$ cat src/rtl/bfd_pkg.sv
package bfd_pkg;

  typedef enum logic [2:0] {
    CH_IDLE      = 3'd0,
    CH_RECV      = 3'd1,
    CH_ERR_LONG  = 3'd2,
    CH_ERR_FCS   = 3'd3,
    CH_ERR_ALIGN = 3'd4
  } chan_st_e;

  localparam logic [7:0]  FLAG_PAT     = 8'b0111_1110;
  localparam logic [15:0] FCS_POLY_REV = 16'h8408;
  localparam logic [15:0] FCS_PRESET   = 16'hFFFF;
  localparam logic [15:0] FCS_RESIDUE  = 16'hF0B8;

endpackage

$ cat src/rtl/bfd_rst_sync.sv
module bfd_rst_sync (
  input  logic clk,
  input  logic rst_n_in,
  output logic rst_n_out
);

  logic [1:0] sync_q;

  always_ff @(posedge clk or negedge rst_n_in) begin
    if (!rst_n_in) begin
      sync_q <= 2'b00;
    end else begin
      sync_q <= {sync_q[0], 1'b1};
    end
  end

  assign rst_n_out = sync_q[1];

endmodule

$ cat src/rtl/bfd_nrzi_dec.sv
module bfd_nrzi_dec (
  input  logic clk,
  input  logic rst_n,
  input  logic line_bit,
  input  logic line_vld,
  output logic dec_bit,
  output logic dec_vld
);

  logic lvl_q;
  logic lvl_d;

  // Line level of the previous valid bit; held across invalid cycles.
  always_comb begin
    lvl_d = lvl_q;
    if (line_vld) begin
      lvl_d = line_bit;
    end
  end

  always_ff @(posedge clk or negedge rst_n) begin
    if (!rst_n) begin
      lvl_q <= 1'b0;
    end else begin
      lvl_q <= lvl_d;
    end
  end

  // No transition decodes to 1, a transition to 0.
  assign dec_bit = ~(line_bit ^ lvl_q);
  assign dec_vld = line_vld;

  AST_NRZI_HOLD: assert property (@(posedge clk) disable iff (!rst_n)
    !line_vld |=> $stable(lvl_q));

endmodule

$ cat src/rtl/bfd_hunt.sv
module bfd_hunt
  import bfd_pkg::*;
#(
  parameter int PRE_BITS  = 24,
  parameter int SKIP_BITS = 4
) (
  input  logic clk,
  input  logic rst_n,
  input  logic clr,
  input  logic arm,
  input  logic dec_bit,
  input  logic dec_vld,
  output logic start_hit
);

  localparam int SR_W  = PRE_BITS + 8;
  localparam int N_CHK = PRE_BITS - SKIP_BITS - 1;

  logic [SR_W-1:0]  sr_q;
  logic [SR_W-1:0]  sr_d;
  logic [N_CHK-1:0] alt;

  // Newest decoded bit enters at bit 0.
  always_comb begin
    sr_d = sr_q;
    if (clr) begin
      sr_d = '0;
    end else if (dec_vld) begin
      sr_d = {sr_q[SR_W-2:0], dec_bit};
    end
  end

  always_ff @(posedge clk or negedge rst_n) begin
    if (!rst_n) begin
      sr_q <= '0;
    end else begin
      sr_q <= sr_d;
    end
  end

  // Neighbouring training bits must differ, except in the oldest SKIP_BITS.
  for (genvar g = 0; g < N_CHK; g++) begin : g_alt
    assign alt[g] = sr_d[8+g] ^ sr_d[9+g];
  end

  assign start_hit = arm & dec_vld & ~clr & (sr_d[7:0] == FLAG_PAT) & (&alt);

endmodule

$ cat src/rtl/bfd_frame.sv
module bfd_frame
  import bfd_pkg::*;
#(
  parameter int MAX_BYTES = 172,
  parameter int RUN_LEN   = 5,
  parameter int FCS_BYTES = 2
) (
  input  logic       clk,
  input  logic       rst_n,
  input  logic       clr,
  input  logic       en,
  input  logic       dec_bit,
  input  logic       dec_vld,
  output logic [7:0] out_byte,
  output logic       out_vld,
  output logic       out_sof,
  output logic       out_eof,
  output logic       end_evt,
  output chan_st_e   end_code
);

  localparam int PIPE_LEN = RUN_LEN + 1;
  localparam int ONES_W   = $clog2(RUN_LEN + 1);
  localparam int PF_W     = $clog2(PIPE_LEN + 1);
  localparam int HOLD     = FCS_BYTES + 1;
  localparam int HF_W     = $clog2(HOLD + 1);
  localparam int LEN_W    = $clog2(MAX_BYTES + 1);

  logic [ONES_W-1:0]   ones_q,  ones_d;
  logic [PIPE_LEN-1:0] pipe_q,  pipe_d;
  logic [PF_W-1:0]     pfill_q, pfill_d;
  logic [7:0]          asm_q,   asm_d;
  logic [2:0]          bcnt_q,  bcnt_d;
  logic [LEN_W-1:0]    nbyt_q,  nbyt_d;
  logic [15:0]         crc_q,   crc_d;
  logic [HOLD*8-1:0]   hold_q,  hold_d;
  logic [HF_W-1:0]     hfill_q, hfill_d;
  logic                sent_q,  sent_d;
  logic [7:0]          obyte_q, obyte_d;
  logic                ovld_q,  ovld_d;
  logic                osof_q,  osof_d;
  logic                oeof_q,  oeof_d;
  logic                step;
  logic                clear_all;
  logic                fb;

  assign step = en & dec_vld & ~clr;
  assign fb   = crc_q[0] ^ pipe_q[0];

  always_comb begin
    ones_d    = ones_q;
    pipe_d    = pipe_q;
    pfill_d   = pfill_q;
    asm_d     = asm_q;
    bcnt_d    = bcnt_q;
    nbyt_d    = nbyt_q;
    crc_d     = crc_q;
    hold_d    = hold_q;
    hfill_d   = hfill_q;
    sent_d    = sent_q;
    obyte_d   = obyte_q;
    ovld_d    = 1'b0;
    osof_d    = 1'b0;
    oeof_d    = 1'b0;
    end_evt   = 1'b0;
    end_code  = CH_IDLE;
    clear_all = clr;
    if (step) begin
      if (ones_q == ONES_W'(RUN_LEN) && dec_bit) begin
        // End flag: the run of ones exceeded the stuffing limit.
        end_evt   = 1'b1;
        clear_all = 1'b1;
        if (bcnt_q != 3'd0) begin
          end_code = CH_ERR_ALIGN;
        end else if (nbyt_q < LEN_W'(HOLD) || crc_q != FCS_RESIDUE) begin
          end_code = CH_ERR_FCS;
        end else begin
          end_code = CH_IDLE;
          obyte_d  = hold_q[HOLD*8-1 -: 8];
          ovld_d   = 1'b1;
          osof_d   = ~sent_q;
          oeof_d   = 1'b1;
        end
      end else if (ones_q == ONES_W'(RUN_LEN)) begin
        // Inserted zero: dropped.
        ones_d = '0;
      end else begin
        ones_d = dec_bit ? ones_q + ONES_W'(1) : '0;
        pipe_d = {dec_bit, pipe_q[PIPE_LEN-1:1]};
        if (pfill_q != PF_W'(PIPE_LEN)) begin
          pfill_d = pfill_q + PF_W'(1);
        end else begin
          // Oldest bit leaves the flag look-behind window as frame data.
          crc_d  = {1'b0, crc_q[15:1]} ^ (fb ? FCS_POLY_REV : 16'h0000);
          asm_d  = {pipe_q[0], asm_q[7:1]};
          bcnt_d = bcnt_q + 3'd1;
          if (bcnt_q == 3'd7) begin
            if (nbyt_q == LEN_W'(MAX_BYTES)) begin
              end_evt   = 1'b1;
              end_code  = CH_ERR_LONG;
              clear_all = 1'b1;
            end else begin
              nbyt_d = nbyt_q + LEN_W'(1);
              hold_d = {hold_q[(HOLD-1)*8-1:0], asm_d};
              if (hfill_q == HF_W'(HOLD)) begin
                obyte_d = hold_q[HOLD*8-1 -: 8];
                ovld_d  = 1'b1;
                osof_d  = ~sent_q;
                sent_d  = 1'b1;
              end else begin
                hfill_d = hfill_q + HF_W'(1);
              end
            end
          end
        end
      end
    end
    if (clear_all) begin
      ones_d  = '0;
      pfill_d = '0;
      bcnt_d  = 3'd0;
      nbyt_d  = '0;
      crc_d   = FCS_PRESET;
      hfill_d = '0;
      sent_d  = 1'b0;
    end
  end

  always_ff @(posedge clk or negedge rst_n) begin
    if (!rst_n) begin
      ones_q  <= '0;
      pipe_q  <= '0;
      pfill_q <= '0;
      asm_q   <= 8'h00;
      bcnt_q  <= 3'd0;
      nbyt_q  <= '0;
      crc_q   <= FCS_PRESET;
      hold_q  <= '0;
      hfill_q <= '0;
      sent_q  <= 1'b0;
      obyte_q <= 8'h00;
      ovld_q  <= 1'b0;
      osof_q  <= 1'b0;
      oeof_q  <= 1'b0;
    end else begin
      ones_q  <= ones_d;
      pipe_q  <= pipe_d;
      pfill_q <= pfill_d;
      asm_q   <= asm_d;
      bcnt_q  <= bcnt_d;
      nbyt_q  <= nbyt_d;
      crc_q   <= crc_d;
      hold_q  <= hold_d;
      hfill_q <= hfill_d;
      sent_q  <= sent_d;
      obyte_q <= obyte_d;
      ovld_q  <= ovld_d;
      osof_q  <= osof_d;
      oeof_q  <= oeof_d;
    end
  end

  assign out_byte = obyte_q;
  assign out_vld  = ovld_q;
  assign out_sof  = osof_q;
  assign out_eof  = oeof_q;

  AST_ONES_RUN: assert property (@(posedge clk) disable iff (!rst_n)
    ones_q <= ONES_W'(RUN_LEN));
  AST_PIPE_FILL: assert property (@(posedge clk) disable iff (!rst_n)
    pfill_q <= PF_W'(PIPE_LEN));
  AST_LEN_BOUND: assert property (@(posedge clk) disable iff (!rst_n)
    nbyt_q <= LEN_W'(MAX_BYTES));
  AST_EOF_HAS_DATA: assert property (@(posedge clk) disable iff (!rst_n)
    out_eof |-> out_vld);
  AST_QUIET_HUNT: assert property (@(posedge clk) disable iff (!rst_n)
    !en |=> !out_vld);

endmodule

$ cat src/rtl/burst_deframer.sv
module burst_deframer
  import bfd_pkg::*;
#(
  parameter int MAX_BYTES = 172,
  parameter int PRE_BITS  = 24,
  parameter int SKIP_BITS = 4
) (
  input  logic       clk,
  input  logic       rst_n,
  input  logic       state_rst,
  input  logic       rx_bit,
  input  logic       rx_bit_vld,
  output logic [7:0] out_byte,
  output logic       out_vld,
  output logic       out_sof,
  output logic       out_eof,
  output logic [2:0] chan_state,
  output logic       state_alert
);

  logic     rst_q_n;
  logic     dec_bit;
  logic     dec_vld;
  logic     start_hit;
  logic     end_evt;
  chan_st_e end_code;
  chan_st_e st_q, st_d;
  logic     alert_q, alert_d;
  logic     recv;

  assign recv = (st_q == CH_RECV);

  bfd_rst_sync u_rst (
    .clk       (clk),
    .rst_n_in  (rst_n),
    .rst_n_out (rst_q_n)
  );

  bfd_nrzi_dec u_nrzi (
    .clk      (clk),
    .rst_n    (rst_q_n),
    .line_bit (rx_bit),
    .line_vld (rx_bit_vld),
    .dec_bit  (dec_bit),
    .dec_vld  (dec_vld)
  );

  bfd_hunt #(
    .PRE_BITS  (PRE_BITS),
    .SKIP_BITS (SKIP_BITS)
  ) u_hunt (
    .clk       (clk),
    .rst_n     (rst_q_n),
    .clr       (state_rst),
    .arm       (~recv),
    .dec_bit   (dec_bit),
    .dec_vld   (dec_vld),
    .start_hit (start_hit)
  );

  bfd_frame #(
    .MAX_BYTES (MAX_BYTES)
  ) u_frame (
    .clk      (clk),
    .rst_n    (rst_q_n),
    .clr      (state_rst),
    .en       (recv),
    .dec_bit  (dec_bit),
    .dec_vld  (dec_vld),
    .out_byte (out_byte),
    .out_vld  (out_vld),
    .out_sof  (out_sof),
    .out_eof  (out_eof),
    .end_evt  (end_evt),
    .end_code (end_code)
  );

  always_comb begin
    st_d    = st_q;
    alert_d = 1'b0;
    if (state_rst) begin
      st_d = CH_IDLE;
    end else if (end_evt) begin
      st_d    = end_code;
      alert_d = 1'b1;
    end else if (start_hit) begin
      st_d = CH_RECV;
    end
  end

  always_ff @(posedge clk or negedge rst_q_n) begin
    if (!rst_q_n) begin
      st_q    <= CH_IDLE;
      alert_q <= 1'b0;
    end else begin
      st_q    <= st_d;
      alert_q <= alert_d;
    end
  end

  assign chan_state  = st_q;
  assign state_alert = alert_q;

  AST_ALERT_NOT_RECV: assert property (@(posedge clk) disable iff (!rst_q_n)
    state_alert |-> (chan_state != CH_RECV));
  AST_ALERT_PULSE: assert property (@(posedge clk) disable iff (!rst_q_n)
    state_alert |=> !state_alert);
  AST_EOF_GOOD: assert property (@(posedge clk) disable iff (!rst_q_n)
    out_eof |-> (chan_state == CH_IDLE && state_alert));
  AST_CLR_IDLE: assert property (@(posedge clk) disable iff (!rst_q_n)
    state_rst |=> (chan_state == CH_IDLE && !state_alert && !out_vld));
  AST_ERR_HOLD: assert property (@(posedge clk) disable iff (!rst_q_n)
    (chan_state inside {CH_ERR_LONG, CH_ERR_FCS, CH_ERR_ALIGN} && !state_rst && !start_hit)
      |=> $stable(chan_state));
  AST_RECV_ENTRY: assert property (@(posedge clk) disable iff (!rst_q_n)
    (chan_state == CH_RECV && $past(chan_state) != CH_RECV) |-> $past(rx_bit_vld));
  AST_CODE_RANGE: assert property (@(posedge clk) disable iff (!rst_q_n)
    chan_state <= 3'd4);

endmodule

$ cat config.mk
export PLATFORM = sky130hd
export DESIGN_NAME = burst_deframer
export DESIGN_NICKNAME = d
export VERILOG_FILES = /design/src/rtl/bfd_pkg.sv /design/src/rtl/bfd_rst_sync.sv /design/src/rtl/bfd_nrzi_dec.sv /design/src/rtl/bfd_hunt.sv /design/src/rtl/bfd_frame.sv /design/src/rtl/burst_deframer.sv
export SDC_FILE = /design/constraint.sdc
export NUM_CORES = 1
export LEC_CHECK = 0
export CAP_MARGIN = 30
export CORE_AREA = 3 3 128 180
export DETAILED_ROUTE_END_ITERATION = 10
export DIE_AREA = 0 0 131 183
export GPL_TIMING_DRIVEN = 0
export MAX_ROUTING_LAYER = met4
export PLACE_DENSITY = 0.38
export SLEW_MARGIN = 20
export SYNTH_ARGS = -nofsm -noshare
export SYNTH_HDL_FRONTEND = slang
export SYNTH_SLANG_ARGS = --single-unit
$ cat constraint.sdc
create_clock -name clk -period 8.86 [get_ports clk]
set_clock_uncertainty 0.2 [all_clocks]
set_input_delay 1.329 -clock clk [delete_from_list [all_inputs] [get_ports clk]]
set_output_delay 1.329 -clock clk [all_outputs]
set_load 0.02 [all_outputs]
# Word-level counts from Yosys, hierarchy flattened
# Index checks and enable logic that the tools add are counted.
word_totals:
  register_bits: 120
  output_inout_bits: 15
  elab_cells: 199
op_classes:
  add_sub_neg: 5
  order_cmp: 1
  eq_ne: 18
  mux: 99
  bitwise: 36
  reduce_logical: 21
ops:
  columns: ["operator", "n"]
  rows:
  - ["2-to-1 mux 8 bit", 15]
  - ["2-to-1 mux 16 bit", 6]
  - ["2-to-1 mux 3 bit", 24]
  - ["2-to-1 mux 29 bit", 2]
  - ["2-to-1 mux 1 bit", 42]
  - ["bitwise XOR 1 bit", 21]
  - ["2-to-1 mux 2 bit", 10]
  - ["AND reduction 19 bit", 1]
  - ["!= test 16 bit (second input constant)", 1]
  - ["!= test 2 x 1 -> 1 bit (second input constant)", 8]
  - ["bitwise XOR 15 x 16 -> 16 bit", 1]
  - ["AND reduction 7 bit", 2]
  - ["AND reduction 4 bit", 3]
  - ["AND reduction 6 bit", 2]
  - ["nonzero test 2 bit", 6]
  - ["adder 3 x 1 -> 3 bit (second input constant)", 3]
  - ["adder 8 x 1 -> 8 bit (second input constant)", 1]
  - ["== test 8 x 7 -> 1 bit (second input constant)", 1]
  - ["== test 8 bit (second input constant)", 1]
  - ["< comparator 8 x 2 -> 1 bit (second input constant)", 1]
  - ["NOT 1 bit", 8]
  - ["AND reduction 8 bit", 1]
  - ["AND 1 bit", 6]
  - ["== test 3 bit (second input constant)", 2]
  - ["10 further kinds", 12]

# Logic depth before layout (Yosys ltp)
# Gate-level depths: netlist of run 1.
depth:
  ltp_word: 10
  ltp_mapped: 11
  depth_no_buf: 8

# Cells and area by module
# From an unflattened synthesis of run 1, not the netlist that was laid out.
unflattened:
  cells_unflattened: 447
  hier_area_um2: 5524.0
modules_own_cells:
  columns: ["module", "n_inst", "cells_per_inst", "area_each_um2"]
  rows:
  - ["bfd_frame", 1, 289, 3728.6]
  - ["bfd_hunt", 1, 137, 1519.0]
  - ["burst_deframer", 1, 14, 166.4]
  - ["bfd_nrzi_dec", 1, 4, 56.3]
  - ["bfd_rst_sync", 1, 3, 53.8]

# Worst setup path before layout of run 1
# No wires, ideal clock.
synth_timing:
  kind: "input -> register"
  start: "in rx_bit_vld"
  end: "reg u_frame.obyte_q[0], in the netlist u_frame.out_byte[0]"
  t_arrival_ps: 2869
  slack_ps: 5666
  stages: 8
  n_path_buf: 2
  cell_sequence: "and4bb_1 nand2_1 or3_1 buf_2 inv_2 a21o_1 buf_6 mux2_4"
synth_between:
  elab_chain_cells: 3
synth_lines:
  columns: ["item", "line", "source"]
  rows:
  - ["start, declared", "burst_deframer.sv:12", "input logic rx_bit_vld,"]
  - ["AND 1 bit (2 in series)", "bfd_frame.sv:47", "assign step = en & dec_vld & ~clr;"]
  - ["AND reduction 8 bit (no line)", null, null]
  - ["end signal, assigned", "bfd_frame.sv:156", "obyte_q <= obyte_d;"]
  - ["end, declared", "bfd_frame.sv:39", "logic [7:0] obyte_q, obyte_d;"]
# Every way passes these cells.
# A chain may end at the register's enable or synchronous reset.

# Worst setup path after layout of run 1
layout_timing:
  start: "in rx_bit_vld"
  end: "reg st_q[1], in the netlist chan_state[1]"
layout_between:
  elab_chain_cells: 6
  word_cells_on_any_way: 34
layout_lines:
  columns: ["item", "line", "source"]
  rows:
  - ["2-to-1 mux 29 bit", "bfd_hunt.sv:28", "end else if (dec_vld) begin"]
  - ["2-to-1 mux 29 bit", "bfd_hunt.sv:26", "if (clr) begin"]
  - ["bitwise XOR 1 bit or == test 8 x 7 -> 1 bit (tied branches)", "bfd_hunt.sv:43, bfd_hunt.sv:46", null]
  - ["AND reduction 19 bit or AND 1 bit (tied branches)", "bfd_hunt.sv:46", "assign start_hit = arm & dec_vld & ~clr & (sr_d[7:0] == FLAG_PAT) & (&alt);"]
  - ["AND 1 bit", "bfd_hunt.sv:46", null]
  - ["nonzero test 3 bit (no line)", null, null]
  - ["end signal, assigned", "burst_deframer.sv:96", "st_q <= st_d;"]
  - ["end, declared", "burst_deframer.sv:27", "chan_st_e st_q, st_d;"]
# Parallel ways exist; a longest one is shown, timed or not. The select of a mux whose other input is x is not followed.

==> impl_metrics.xml, run 1 <==
<?xml version="1.0" encoding="UTF-8"?>
<metrics>
  <group name="route">
    <metric name="drc_errors" unit="">0</metric>
    <metric name="drt-pass1-iter-count" unit="">4</metric>
    <metric name="routed_wirelength" unit="µm">11470</metric>
    <metric name="detailedRoute.firstIterationViolations" unit="">160</metric>
    <metric name="detail_route_antenna_nets" unit="">0</metric>
    <metric name="vias" unit="">3679</metric>
    <metric name="detail_route.wl_per_cell" unit="µm">13.33</metric>
    <metric name="via_per_inst" unit="">4.278</metric>
  </group>
  <group name="placed_design">
    <metric name="detailed_place.area" unit="µm²">5982</metric>
    <metric name="quantity_of_i_o_buffers_inserted_on_ports" unit="">19</metric>
    <metric name="gp_congestion" unit="">0.7381</metric>
    <metric name="post-dp-hpwl" unit="µm">7958</metric>
  </group>
  <group name="synth">
    <metric name="syn_area" unit="µm²">5361</metric>
    <metric name="synth-seq-area-share" unit="">0.5592</metric>
    <metric name="dominantRegCellSynth" unit="">sky130_fd_sc_hd__dfrtp_1</metric>
    <metric name="synth_area_per_cell" unit="µm²">10.51</metric>
    <metric name="post_synth_num_cell_types" unit="">60</metric>
    <metric name="netlist_top_cells_area" unit="">sky130_fd_sc_hd__dfrtp_1 (48%), sky130_fd_sc_hd__nand2_1 (9.2%), sky130_fd_sc_hd__dfstp_2 (7.8%)</metric>
    <metric name="syn_nets" unit="">525</metric>
    <metric name="postSynthRegisterBits" unit="">119</metric>
    <metric name="post-synth-top-area-fraction" unit="">0.4807</metric>
    <metric name="netlist_instances" unit="">510</metric>
    <metric name="synth_enable_flop_cells" unit="">0</metric>
    <metric name="synth_area_leader_cell" unit="">sky130_fd_sc_hd__dfrtp_1</metric>
    <metric name="async_flop_share" unit="">1.000</metric>
    <metric name="synth-warning-count" unit="">0</metric>
  </group>
  <group name="power_and_ir_drop">
    <metric name="p_per_area" unit="nW/µm²">201.8</metric>
    <metric name="vdd_ir_drop_max" unit="mV">0.1245</metric>
    <metric name="total_power" unit="mW">1.330</metric>
    <metric name="leakagePower" unit="nW">3.054</metric>
  </group>
  <group name="worst_hold_path">
    <metric name="type_of_the_most_critical_hold_path" unit="">reg2async</metric>
  </group>
  <group name="clock_tree">
    <metric name="clkSlewWorstSetupHoldPaths" unit="ns">0.05</metric>
    <metric name="clock-root-buffer" unit="">sky130_fd_sc_hd__clkbuf_16</metric>
    <metric name="cts.hold.buffers_added" unit="">0</metric>
    <metric name="post_cts_resized" unit="">0</metric>
    <metric name="tritoncts.num_buffers" unit="">17</metric>
    <metric name="cts-htree-levels" unit="">4</metric>
    <metric name="clkLatencyLatePin" unit="ns">0.41</metric>
    <metric name="clock_tree.buffer_depth" unit="">2</metric>
    <metric name="postCtsSetupBuffers" unit="">0</metric>
    <metric name="cts_num_sinks" unit="">119</metric>
    <metric name="tritoncts" unit="">yes</metric>
  </group>
  <group name="sta">
    <metric name="finalSetupViolations" unit="">0</metric>
    <metric name="rsz0062_at_grt" unit="">no</metric>
    <metric name="final_max_slew_viol_count" unit="">0</metric>
    <metric name="layout_min_cycle_time" unit="ns">3.745</metric>
    <metric name="timing.final.crit_share" unit="">0.4226</metric>
    <metric name="slew_headroom" unit="">0.4819</metric>
    <metric name="timing_hold_violations_final" unit="">0</metric>
    <metric name="final_hold_slack" unit="ns">0.02474</metric>
    <metric name="fmax" unit="MHz">267.1</metric>
    <metric name="tightestPinTransition" unit="ns">0.7720</metric>
    <metric name="setup_total_negative_slack" unit="ns">0</metric>
  </group>
  <group name="setup_path">
    <metric name="worstPathBufferInverterCount" unit="">3</metric>
    <metric name="cp_common_cell" unit="">sky130_fd_sc_hd__buf_2</metric>
    <metric name="startpoint_types" unit="">input port</metric>
    <metric name="critical_path_depth" unit="">8</metric>
    <metric name="timing.reg2reg.worst_path_depth" unit="">8</metric>
    <metric name="timing.critical_path.cells" unit="">clkdlybuf4s50_1, buf_2, buf_2, nand2_1, a21oi_1, nor4b_1, o2111ai_1, a32o_1</metric>
    <metric name="reg2reg_from" unit="">u_frame.nbyt_q[0]</metric>
    <metric name="slowest_delay" unit="ns">0.57</metric>
    <metric name="reg2reg_to" unit="">u_frame.bcnt_q[0]</metric>
    <metric name="worst_ep_arrival_time" unit="ns">3.83</metric>
    <metric name="criticalPathCategory" unit="">in2reg</metric>
    <metric name="critPathTopFamily" unit="">buffers and inverters</metric>
    <metric name="rrSetupSlack" unit="ns">6.14</metric>
    <metric name="data_required_time_at_the_worst_endpoint" unit="ns">8.95</metric>
    <metric name="setup.worst_path.end_class" unit="">flop</metric>
    <metric name="cp_max_fo" unit="">10</metric>
    <metric name="crit_slowest_cell" unit="">sky130_fd_sc_hd__clkdlybuf4s50_1</metric>
  </group>
  <group name="layout">
    <metric name="insertedDiodeCount" unit="">0</metric>
    <metric name="fin_area" unit="µm²">6589</metric>
    <metric name="most-common-layout-cells" unit="">sky130_fd_sc_hd__nand2_1 (131), sky130_fd_sc_hd__dfrtp_1 (102), sky130_fd_sc_hd__nor2_1 (37)</metric>
    <metric name="mostFrequentLayoutCell" unit="">sky130_fd_sc_hd__nand2_1</metric>
    <metric name="post_layout_nets" unit="">565</metric>
    <metric name="final_layout_size_suffix_gt1_frac" unit="">0.1510</metric>
    <metric name="area_growth_syn_to_layout" unit="%">22.89</metric>
    <metric name="fillerInstances" unit="">2245</metric>
    <metric name="multiInputGateArea" unit="µm²">2222</metric>
    <metric name="layout.area.seq" unit="µm²">3002</metric>
  </group>
  <group name="global_route">
    <metric name="first_global_vias" unit="">3934</metric>
    <metric name="grt_start_max_net_pins" unit="">57</metric>
    <metric name="grt_pass1_wl" unit="µm">19970</metric>
    <metric name="globalRoute.totalOverflow" unit="">0</metric>
    <metric name="antenna_found_initial" unit="">0</metric>
    <metric name="grt_util_all_layers" unit="">0.1088</metric>
  </group>
  <group name="floorplan">
    <metric name="die_w" unit="µm">131</metric>
    <metric name="coreArea" unit="µm²">21700</metric>
    <metric name="initial_utilization" unit="">0.2471</metric>
    <metric name="ioPinCount" unit="">20</metric>
    <metric name="chipHeight" unit="µm">183</metric>
    <metric name="floorplan.rows" unit="">64</metric>
    <metric name="die-area" unit="µm²">23970</metric>
  </group>
  <group name="flow_run">
    <metric name="max-cap-violations" unit="">0</metric>
  </group>
  <group name="outcome">
    <metric name="result_of_the_run" unit="">finished clean</metric>
  </group>
</metrics>
[logic make-up after synthesis]
| family | share of synthesized area |
|---|---|
| mux | 0.09335 |
| other cells | 0.0006994 |
| buf+inv | 0.02637 |
| fa+ha+maj | 0.02334 |
| compound gates | 0.05158 |
| xor+xnor | 0.02287 |
| flops | 0.5592 |
| simple gates | 0.2226 |
[through the flow]
step,setup WS [ns],utilization,instances
5_1_grt,4.915,0.3036,860
4_1_cts,5.145,0.3036,860
3_5_place_dp,4.717,0.2757,828
3_3_place_gp,3.605,0.2729,826
6_report,5.115,0.3036,860
2_1_floorplan,5.127,-,510
[area by class of cell]
class                           count  share of cell area
Timing Repair Buffer               21             0.03722
Clock buffer                       19             0.06874
Multi-Input combinational cell    358              0.3373
Clock inverter                     13             0.02336
Inverter                           10            0.005697
Tap cell                          297             0.05640
Buffer                             23             0.01576
Sequential cell                   119              0.4556
[registers in the layout, indices dropped and copies added, names as in the netlist]
signal	flops
u_frame.hold_q	24
u_frame.hfill_q	2
u_hunt.sr_q	28
u_frame.sent_q	1
u_frame.pipe_q	6
u_frame.pfill_q	3
chan_state	3
u_frame.out_byte	8
u_frame.crc_q	16
u_frame.out_eof	1
u_nrzi.lvl_q	1
u_frame.nbyt_q	8
u_frame.bcnt_q	3
u_frame.asm_q	7
state_alert	1
u_frame.out_vld	1
u_frame.ones_q	3
u_rst.sync_q	2
u_frame.out_sof	1
[how the worst max path moves through the flow]
stage	startpoint	endpoint	slack (ns)
5_1_grt	rx_bit_vld	chan_state[1]	4.91
4_1_cts	rx_bit	u_frame.bcnt_q[0]	5.15
6_report	rx_bit_vld	chan_state[1]	5.12
2_1_floorplan	u_rst.sync_q[1]	chan_state[0]	5.13
3_3_place_gp	u_rst.sync_q[1]	u_frame.hold_q[4]	3.60
3_5_place_dp	rx_bit	u_frame.bcnt_q[0]	4.72
[power by group]
| part | total [mW] | switching (mW) | internal (mW) | leakage (nW) |
|---|---|---|---|---|
| clock network | 0.698 | 0.243 | 0.454 | 0.292 |
| logic | 0.0596 | 0.0349 | 0.0247 | 1.17 |
| registers | 0.573 | 0.0127 | 0.560 | 1.59 |
| total | 1.33 | 0.291 | 1.04 | 3.05 |
[synthesized netlist by cell type, types with 5 or more instances]
library cell,count
sky130_fd_sc_hd__inv_1,7
sky130_fd_sc_hd__buf_2,8
sky130_fd_sc_hd__nand4_1,7
sky130_fd_sc_hd__xor2_1,7
sky130_fd_sc_hd__nand3_1,20
sky130_fd_sc_hd__mux2_2,7
sky130_fd_sc_hd__nor3_1,5
sky130_fd_sc_hd__nand2b_1,6
sky130_fd_sc_hd__nand2_1,131
sky130_fd_sc_hd__nor2_1,37
sky130_fd_sc_hd__nand4b_1,5
sky130_fd_sc_hd__ha_1,10
sky130_fd_sc_hd__mux2i_1,20
sky130_fd_sc_hd__mux2_4,8
sky130_fd_sc_hd__dfrtp_1,103
sky130_fd_sc_hd__dfstp_2,16
sky130_fd_sc_hd__clkbuf_1,13
sky130_fd_sc_hd__xnor2_1,7
sky130_fd_sc_hd__a21oi_1,21
sky130_fd_sc_hd__mux2_1,9
sky130_fd_sc_hd__nor3b_1,5
[per-layer routing]
metal	vias to the layer above	share of wire	global-route usage
met3	10	0.027	0.02797
met1	1814	0.45	0.1285
met5	-	0	-
met4	0	0.012	0.03582
li1	1811	-	-
met2	44	0.51	0.1796
(Power assumes the default switching activity.)
==> run 2, diff against run 1 <==
Clock period 8.86 ns to 3.6 ns, I/O delays scaled along.
==> impl_metrics.xml, run 2 (synthesized netlist as in run 1, its figures left out) <==
<?xml version="1.0" encoding="UTF-8"?>
<metrics>
  <group name="power_and_ir_drop">
    <metric name="total_power" unit="mW">3.421</metric>
    <metric name="switching_power" unit="µW">746.5</metric>
    <metric name="switching_share" unit="">0.2182</metric>
    <metric name="seq_power_share" unit="">0.411</metric>
    <metric name="internal_power" unit="mW">2.675</metric>
    <metric name="comb_power_share" unit="">0.043</metric>
    <metric name="leakagePower" unit="nW">3.081</metric>
    <metric name="p_per_area" unit="nW/µm²">515.8</metric>
    <metric name="vdd_ir_drop_max" unit="mV">0.3004</metric>
    <metric name="clkPwrFrac" unit="">0.546</metric>
  </group>
  <group name="sta">
    <metric name="timing_hold_violations_final" unit="">4</metric>
    <metric name="final_max_slew_viol_count" unit="">0</metric>
    <metric name="fmax" unit="MHz">349.1</metric>
    <metric name="final_hold_slack" unit="ns">-0.001644</metric>
    <metric name="tightestPinTransition" unit="ns">0.7045</metric>
    <metric name="rsz0062_at_grt" unit="">no</metric>
    <metric name="timing.final.crit_share" unit="">0.7958</metric>
    <metric name="setup_total_negative_slack" unit="ns">0</metric>
    <metric name="finalSetupViolations" unit="">0</metric>
    <metric name="layout_min_cycle_time" unit="ns">2.865</metric>
    <metric name="slew_headroom" unit="">0.5272</metric>
  </group>
  <group name="setup_path">
    <metric name="cp_max_fo" unit="">10</metric>
    <metric name="setup.worst_path.end_class" unit="">flop</metric>
    <metric name="critPathTopFamily" unit="">buffers and inverters</metric>
    <metric name="worst_setup_path_endpoint" unit="">chan_state[1]</metric>
    <metric name="worst_ep_arrival_time" unit="ns">2.96</metric>
    <metric name="cp_common_cell" unit="">sky130_fd_sc_hd__buf_2</metric>
    <metric name="setup.worst_path.start" unit="">rx_bit_vld</metric>
    <metric name="critical_path_depth" unit="">8</metric>
    <metric name="data_required_time_at_the_worst_endpoint" unit="ns">3.70</metric>
    <metric name="slowest_delay" unit="ns">0.58</metric>
    <metric name="worstPathBufferInverterCount" unit="">3</metric>
    <metric name="timing.critical_path.cells" unit="">clkdlybuf4s50_1, buf_2, buf_2, nand2_1, a21oi_1, nor4b_1, o2111ai_1, a32o_1</metric>
    <metric name="timing.reg2reg.worst_path_depth" unit="">10</metric>
    <metric name="reg2reg_from" unit="">u_frame.ones_q[0]</metric>
    <metric name="crit_slowest_cell" unit="">sky130_fd_sc_hd__clkdlybuf4s50_1</metric>
    <metric name="rrSetupSlack" unit="ns">0.90</metric>
    <metric name="reg2reg_to" unit="">u_frame.out_byte[6]</metric>
    <metric name="criticalPathCategory" unit="">in2reg</metric>
    <metric name="startpoint_types" unit="">input port</metric>
  </group>
  <group name="layout">
    <metric name="mostFrequentLayoutCell" unit="">sky130_fd_sc_hd__nand2_1</metric>
    <metric name="area_growth_syn_to_layout" unit="%">23.71</metric>
    <metric name="multiInputGateArea" unit="µm²">2222</metric>
    <metric name="final_layout_size_suffix_gt1_frac" unit="">0.1510</metric>
    <metric name="insertedDiodeCount" unit="">0</metric>
    <metric name="fillerInstances" unit="">2237</metric>
    <metric name="most-common-layout-cells" unit="">sky130_fd_sc_hd__nand2_1 (131), sky130_fd_sc_hd__dfrtp_1 (102), sky130_fd_sc_hd__nor2_1 (37)</metric>
    <metric name="utilization" unit="">0.3056</metric>
    <metric name="largest_register_ffs" unit="">28</metric>
    <metric name="finalNonFillerCells" unit="">860</metric>
    <metric name="biggestRegsByFlops" unit="">u_hunt.sr_q: 28 flops, u_frame.hold_q: 24 flops, u_frame.crc_q: 16 flops</metric>
    <metric name="post_layout_nets" unit="">565</metric>
    <metric name="largest-register" unit="">u_hunt.sr_q</metric>
    <metric name="layout.area.seq" unit="µm²">3002</metric>
  </group>
  <group name="outcome">
    <metric name="result_of_the_run" unit="">finished, violations left</metric>
    <metric name="violations" unit="">negative hold slack</metric>
  </group>
  <group name="placed_design">
    <metric name="placed_instances" unit="">828</metric>
    <metric name="gp_congestion" unit="">0.7696</metric>
    <metric name="quantity_of_i_o_buffers_inserted_on_ports" unit="">19</metric>
    <metric name="post-dp-hpwl" unit="µm">8006</metric>
  </group>
  <group name="clock_tree">
    <metric name="post_cts_resized" unit="">0</metric>
    <metric name="postCtsSetupBuffers" unit="">0</metric>
    <metric name="clkSlewWorstSetupHoldPaths" unit="ns">0.06</metric>
    <metric name="cts-htree-levels" unit="">4</metric>
    <metric name="tritoncts.num_buffers" unit="">17</metric>
    <metric name="cts_num_sinks" unit="">119</metric>
    <metric name="clkLatencyLatePin" unit="ns">0.42</metric>
    <metric name="tritoncts" unit="">yes</metric>
    <metric name="clock-root-buffer" unit="">sky130_fd_sc_hd__clkbuf_16</metric>
    <metric name="clock_tree.buffer_depth" unit="">2</metric>
    <metric name="cts.hold.buffers_added" unit="">0</metric>
  </group>
  <group name="global_route">
    <metric name="grt_pass1_wl" unit="µm">19840</metric>
    <metric name="grt_util_all_layers" unit="">0.1100</metric>
    <metric name="first_global_vias" unit="">3951</metric>
    <metric name="grt_start_max_net_pins" unit="">54</metric>
    <metric name="antenna_found_initial" unit="">0</metric>
    <metric name="globalRoute.totalOverflow" unit="">0</metric>
  </group>
  <group name="floorplan">
    <metric name="coreArea" unit="µm²">21700</metric>
    <metric name="die_w" unit="µm">131</metric>
    <metric name="chipHeight" unit="µm">183</metric>
    <metric name="ioPinCount" unit="">20</metric>
    <metric name="floorplan.rows" unit="">64</metric>
    <metric name="initial_utilization" unit="">0.2471</metric>
    <metric name="die-area" unit="µm²">23970</metric>
  </group>
  <group name="route">
    <metric name="vias" unit="">3690</metric>
    <metric name="routed_wirelength" unit="µm">11570</metric>
    <metric name="detail_route.wl_per_cell" unit="µm">13.45</metric>
    <metric name="detailedRoute.firstIterationViolations" unit="">226</metric>
    <metric name="detail_route_antenna_nets" unit="">0</metric>
    <metric name="drt-pass1-iter-count" unit="">4</metric>
    <metric name="via_per_inst" unit="">4.291</metric>
    <metric name="drc_errors" unit="">0</metric>
  </group>
  <group name="worst_hold_path">
    <metric name="type_of_the_most_critical_hold_path" unit="">reg2async</metric>
  </group>
  <group name="flow_run">
    <metric name="max-cap-violations" unit="">0</metric>
  </group>
</metrics>
## run 2: cell types whose count changed in the layout (fill, tap and decap cells not counted), sizes merged
cell	change
bufinv	+2
clkbuf	-1
clkinv	-2
clkinvlp	-3
inv	+4
## run 2: stage by stage
| step | instance area (µm²) | setup WS (ns) | hold slack, ns |
|---|---|---|---|
| 6_report | 6633 | 0.7353 | -0.001644 |
| 5_1_grt | 6633 | 0.4743 | 0.02684 |
| 4_1_cts | 6633 | 0.7224 | 0.01196 |
| 3_5_place_dp | 5982 | 0.2937 | 0.008386 |
| 3_3_place_gp | 5924 | 0.2703 | 0.1363 |
| 2_1_floorplan | 5363 | 1.172 | 0.04441 |
## run 2: cell type report
cell class / instances / share of cell area
Sequential cell: 119 / 0.4526
Multi-Input combinational cell: 358 / 0.3350
Clock buffer: 18 / 0.06470
Tap cell: 297 / 0.05603
Timing Repair Buffer: 21 / 0.03697
Clock inverter: 14 / 0.03339
Buffer: 23 / 0.01566
Inverter: 10 / 0.005659
## run 2: routing by layer
layer,part of all wire,global-route usage
met1,0.45,0.1285
met4,0.021,0.04364
met3,0.028,0.03467
met2,0.50,0.1751
met5,0,-
## run 2: how the worst min path moves through the flow
stage	startpoint	endpoint	slack, ns	depth (start not counted)
2_1_floorplan	rst_n	u_rst.sync_q[0]	0.04	0
3_3_place_gp	u_rst.sync_q[0]	u_rst.sync_q[1]	0.14	0
3_5_place_dp	u_rst.sync_q[1]	u_hunt.sr_q[4]	0.008	0
4_1_cts	u_rst.sync_q[1]	u_hunt.sr_q[5]	0.01	0
5_1_grt	u_rst.sync_q[1]	u_hunt.sr_q[4]	0.03	0
6_report	u_rst.sync_q[1]	u_hunt.sr_q[4]	-0.002	0
## run 2: worst reg2reg max path: stages (launching register included)
cell	delay, ns
sky130_fd_sc_hd__dfrtp_1	0.42
sky130_fd_sc_hd__ha_1	0.21
sky130_fd_sc_hd__clkbuf_1	0.18
sky130_fd_sc_hd__nand2_1	0.11
sky130_fd_sc_hd__nand4_1	0.17
sky130_fd_sc_hd__or3_1	0.37
sky130_fd_sc_hd__buf_2	0.18
sky130_fd_sc_hd__inv_2	0.11
sky130_fd_sc_hd__a21o_1	0.13
sky130_fd_sc_hd__buf_6	0.17
sky130_fd_sc_hd__mux2_4	0.32
## run 2: power groups by stage
| stage | Sequential [mW] | Combinational (mW) | Clock (mW) |
|---|---|---|---|
| CTS | 1.41 | 0.152 | 1.93 |
| global route | 1.41 | 0.166 | 2.00 |
| floorplan | 1.43 | 0.0879 | 0 |
| detailed placement | 1.43 | 0.151 | 0 |
| global placement | 1.45 | 0.118 | 0 |
| finish | 1.41 | 0.147 | 1.87 |
==> run 3, diff against run 2 <==
Settings changed: PLACE_DENSITY 0.38 to 0.39.
Clock period 3.6 ns to 2.4 ns, I/O delays scaled along.
==> impl_metrics.xml, run 3 (synthesized netlist as in run 1, its figures left out) <==
<?xml version="1.0" encoding="UTF-8"?>
<metrics>
  <group name="outcome">
    <metric name="result_of_the_run" unit="">finished, violations left</metric>
    <metric name="violations" unit="">negative setup slack</metric>
  </group>
  <group name="sta">
    <metric name="postLayoutSetupSlackWorst" unit="ns">-0.1219</metric>
    <metric name="timing.final.crit_share" unit="">1.051</metric>
    <metric name="tightestPinTransition" unit="ns">0.7030</metric>
    <metric name="finalSetupViolations" unit="">9</metric>
    <metric name="rsz0062_at_grt" unit="">yes</metric>
    <metric name="final_max_slew_viol_count" unit="">0</metric>
    <metric name="final_hold_slack" unit="ns">0.09851</metric>
    <metric name="layout_min_cycle_time" unit="ns">2.522</metric>
    <metric name="slew_headroom" unit="">0.5313</metric>
    <metric name="fmax" unit="MHz">396.5</metric>
    <metric name="timing_hold_violations_final" unit="">0</metric>
  </group>
  <group name="placed_design">
    <metric name="detailed_place.area" unit="µm²">5989</metric>
    <metric name="post-dp-hpwl" unit="µm">7943</metric>
    <metric name="gp_congestion" unit="">0.7950</metric>
    <metric name="quantity_of_i_o_buffers_inserted_on_ports" unit="">19</metric>
  </group>
  <group name="worst_hold_path">
    <metric name="type_of_the_most_critical_hold_path" unit="">reg2async</metric>
  </group>
  <group name="clock_tree">
    <metric name="clock-root-buffer" unit="">sky130_fd_sc_hd__clkbuf_16</metric>
    <metric name="tritoncts.num_buffers" unit="">17</metric>
    <metric name="tritoncts" unit="">yes</metric>
    <metric name="clkSlewWorstSetupHoldPaths" unit="ns">0.05</metric>
    <metric name="cts-htree-levels" unit="">4</metric>
    <metric name="clkLatencyLatePin" unit="ns">0.42</metric>
    <metric name="cts_num_sinks" unit="">119</metric>
    <metric name="clock_tree.buffer_depth" unit="">2</metric>
  </group>
  <group name="layout">
    <metric name="area_growth_syn_to_layout" unit="%">28.98</metric>
    <metric name="final_layout_size_suffix_gt1_frac" unit="">0.2234</metric>
    <metric name="post_layout_nets" unit="">584</metric>
    <metric name="utilization" unit="">0.3187</metric>
    <metric name="largest-register" unit="">u_hunt.sr_q</metric>
    <metric name="most-common-layout-cells" unit="">sky130_fd_sc_hd__nand2_1 (130), sky130_fd_sc_hd__dfrtp_1 (100), sky130_fd_sc_hd__nor2_1 (36)</metric>
    <metric name="layout.area.seq" unit="µm²">3004</metric>
    <metric name="mostFrequentLayoutCell" unit="">sky130_fd_sc_hd__nand2_1</metric>
    <metric name="fin_area" unit="µm²">6915</metric>
    <metric name="insertedDiodeCount" unit="">0</metric>
    <metric name="multiInputGateArea" unit="µm²">2359</metric>
    <metric name="fillerInstances" unit="">2216</metric>
    <metric name="biggestRegsByFlops" unit="">u_hunt.sr_q: 28 flops, u_frame.hold_q: 24 flops, u_frame.crc_q: 16 flops</metric>
    <metric name="largest_register_ffs" unit="">28</metric>
  </group>
  <group name="floorplan">
    <metric name="die-area" unit="µm²">23970</metric>
    <metric name="floorplan.rows" unit="">64</metric>
    <metric name="chipHeight" unit="µm">183</metric>
    <metric name="ioPinCount" unit="">20</metric>
    <metric name="coreArea" unit="µm²">21700</metric>
    <metric name="initial_utilization" unit="">0.2471</metric>
    <metric name="die_w" unit="µm">131</metric>
  </group>
  <group name="setup_path">
    <metric name="slowest_delay" unit="ns">0.54</metric>
    <metric name="worst_ep_arrival_time" unit="ns">2.62</metric>
    <metric name="setup.worst_path.end_class" unit="">flop</metric>
    <metric name="cp_common_cell" unit="">sky130_fd_sc_hd__nor4_4</metric>
    <metric name="timing.reg2reg.worst_path_depth" unit="">7</metric>
    <metric name="cp_max_fo" unit="">5</metric>
    <metric name="reg2reg_from" unit="">u_frame.crc_q[0]</metric>
    <metric name="criticalPathCategory" unit="">reg2reg</metric>
    <metric name="crit_slowest_cell" unit="">sky130_fd_sc_hd__or4_4</metric>
    <metric name="startpoint_types" unit="">flop</metric>
    <metric name="rrSetupSlack" unit="ns">-0.12</metric>
    <metric name="reg2reg_to" unit="">u_frame.out_byte[1]</metric>
    <metric name="data_required_time_at_the_worst_endpoint" unit="ns">2.50</metric>
    <metric name="timing.critical_path.cells" unit="">or4_4, nor4_4, o41ai_4, nor4_4, a21o_4, buf_8, mux2_4</metric>
  </group>
  <group name="power_and_ir_drop">
    <metric name="switching_power" unit="mW">1.060</metric>
    <metric name="seq_power_share" unit="">0.442</metric>
    <metric name="switching_share" unit="">0.2210</metric>
    <metric name="p_per_area" unit="nW/µm²">693.3</metric>
    <metric name="clkPwrFrac" unit="">0.510</metric>
    <metric name="comb_power_share" unit="">0.048</metric>
    <metric name="internal_power" unit="mW">3.735</metric>
    <metric name="vdd_ir_drop_max" unit="mV">0.4949</metric>
    <metric name="leakagePower" unit="nW">3.203</metric>
  </group>
  <group name="global_route">
    <metric name="grt_util_all_layers" unit="">0.1104</metric>
    <metric name="grt_start_max_net_pins" unit="">53</metric>
    <metric name="antenna_found_initial" unit="">0</metric>
    <metric name="grt_pass1_wl" unit="µm">19910</metric>
    <metric name="first_global_vias" unit="">3762</metric>
    <metric name="globalRoute.totalOverflow" unit="">0</metric>
  </group>
  <group name="route">
    <metric name="routed_wirelength" unit="µm">11980</metric>
    <metric name="via_per_inst" unit="">4.312</metric>
    <metric name="detailedRoute.firstIterationViolations" unit="">205</metric>
    <metric name="detail_route_antenna_nets" unit="">0</metric>
    <metric name="detail_route.wl_per_cell" unit="µm">13.63</metric>
    <metric name="drc_errors" unit="">0</metric>
    <metric name="drt-pass1-iter-count" unit="">4</metric>
    <metric name="vias" unit="">3790</metric>
  </group>
  <group name="flow_run">
    <metric name="max-cap-violations" unit="">0</metric>
  </group>
</metrics>
## run 3: through the flow
step                power [mW]  setup WS, ns  setup TNS, ns  instances
floorplan                2.284      0.007005              0        510
global placement         2.358       -0.7881        -102.39        826
detailed placement       2.377       -0.7844         -39.65        828
CTS                      4.886       -0.2762         -4.099        864
global route             5.015       -0.2051         -1.824        879
finish                   4.794       -0.1219        -0.9268        879
## run 3: worst max path at each step
| stage | end | startpoint | slack (ns) | cells after the start |
|---|---|---|---|---|
| finish | u_frame.out_byte[1] | u_frame.crc_q[0] | -0.12 | 7 |
| global route | u_frame.out_byte[1] | u_frame.crc_q[0] | -0.21 | 7 |
| CTS | u_frame.out_byte[1] | u_frame.crc_q[0] | -0.28 | 7 |
| detailed placement | u_frame.nbyt_q[5] | rx_bit | -0.78 | 7 |
| global placement | u_frame.sent_q | rx_bit | -0.79 | 7 |
| floorplan | u_frame.out_byte[0] | u_frame.ones_q[0] | 0.007 | 10 |
## run 3: final cells by class
cell class,count,area share
flip-flops and latches,119,0.4344
multi-input cells,358,0.3411
clock buffers,22,0.06713
repair buffers,44,0.06477
well taps,297,0.05374
plain buffers,19,0.01755
clock inverters,10,0.01520
inverters,10,0.006152
## run 3: metal layers
| layer | up-vias | track usage | routed length [µm] |
|---|---|---|---|
| li1 | 1855 | - | - |
| met1 | 1866 | 0.1355 | 5357 |
| met2 | 53 | 0.1684 | 5929 |
| met3 | 16 | 0.03438 | 471 |
| met4 | 0 | 0.04446 | 225 |
| met5 | - | - | 0 |
## run 3: power groups by stage
stage,combinational (mW),sequential (mW),clock [mW]
floorplan,0.133,2.15,0
global placement,0.177,2.18,0
detailed placement,0.221,2.16,0
CTS,0.228,2.12,2.53
global route,0.256,2.13,2.63
finish,0.228,2.12,2.45
## run 3: critical path, delay by kind of cell (launching register included)
| kind | cells | cell delay [ns] |
|---|---|---|
| mux | 1 | 0.30 |
| simple gates | 3 | 1.04 |
| compound gates | 2 | 0.35 |
| buf+inv | 1 | 0.14 |
| flops | 1 | 0.38 |
## run 3: what timing repair did
item / CTS / global route
endpoints found under the hold margin: 2 / 0
cloned: 0 / 1
setup endpoints to repair: 48 / 64
gates resized for setup: 17 / 36
hold buffers: 1 / 0
pin swaps: 2 / 8
setup buffers: 5 / 16
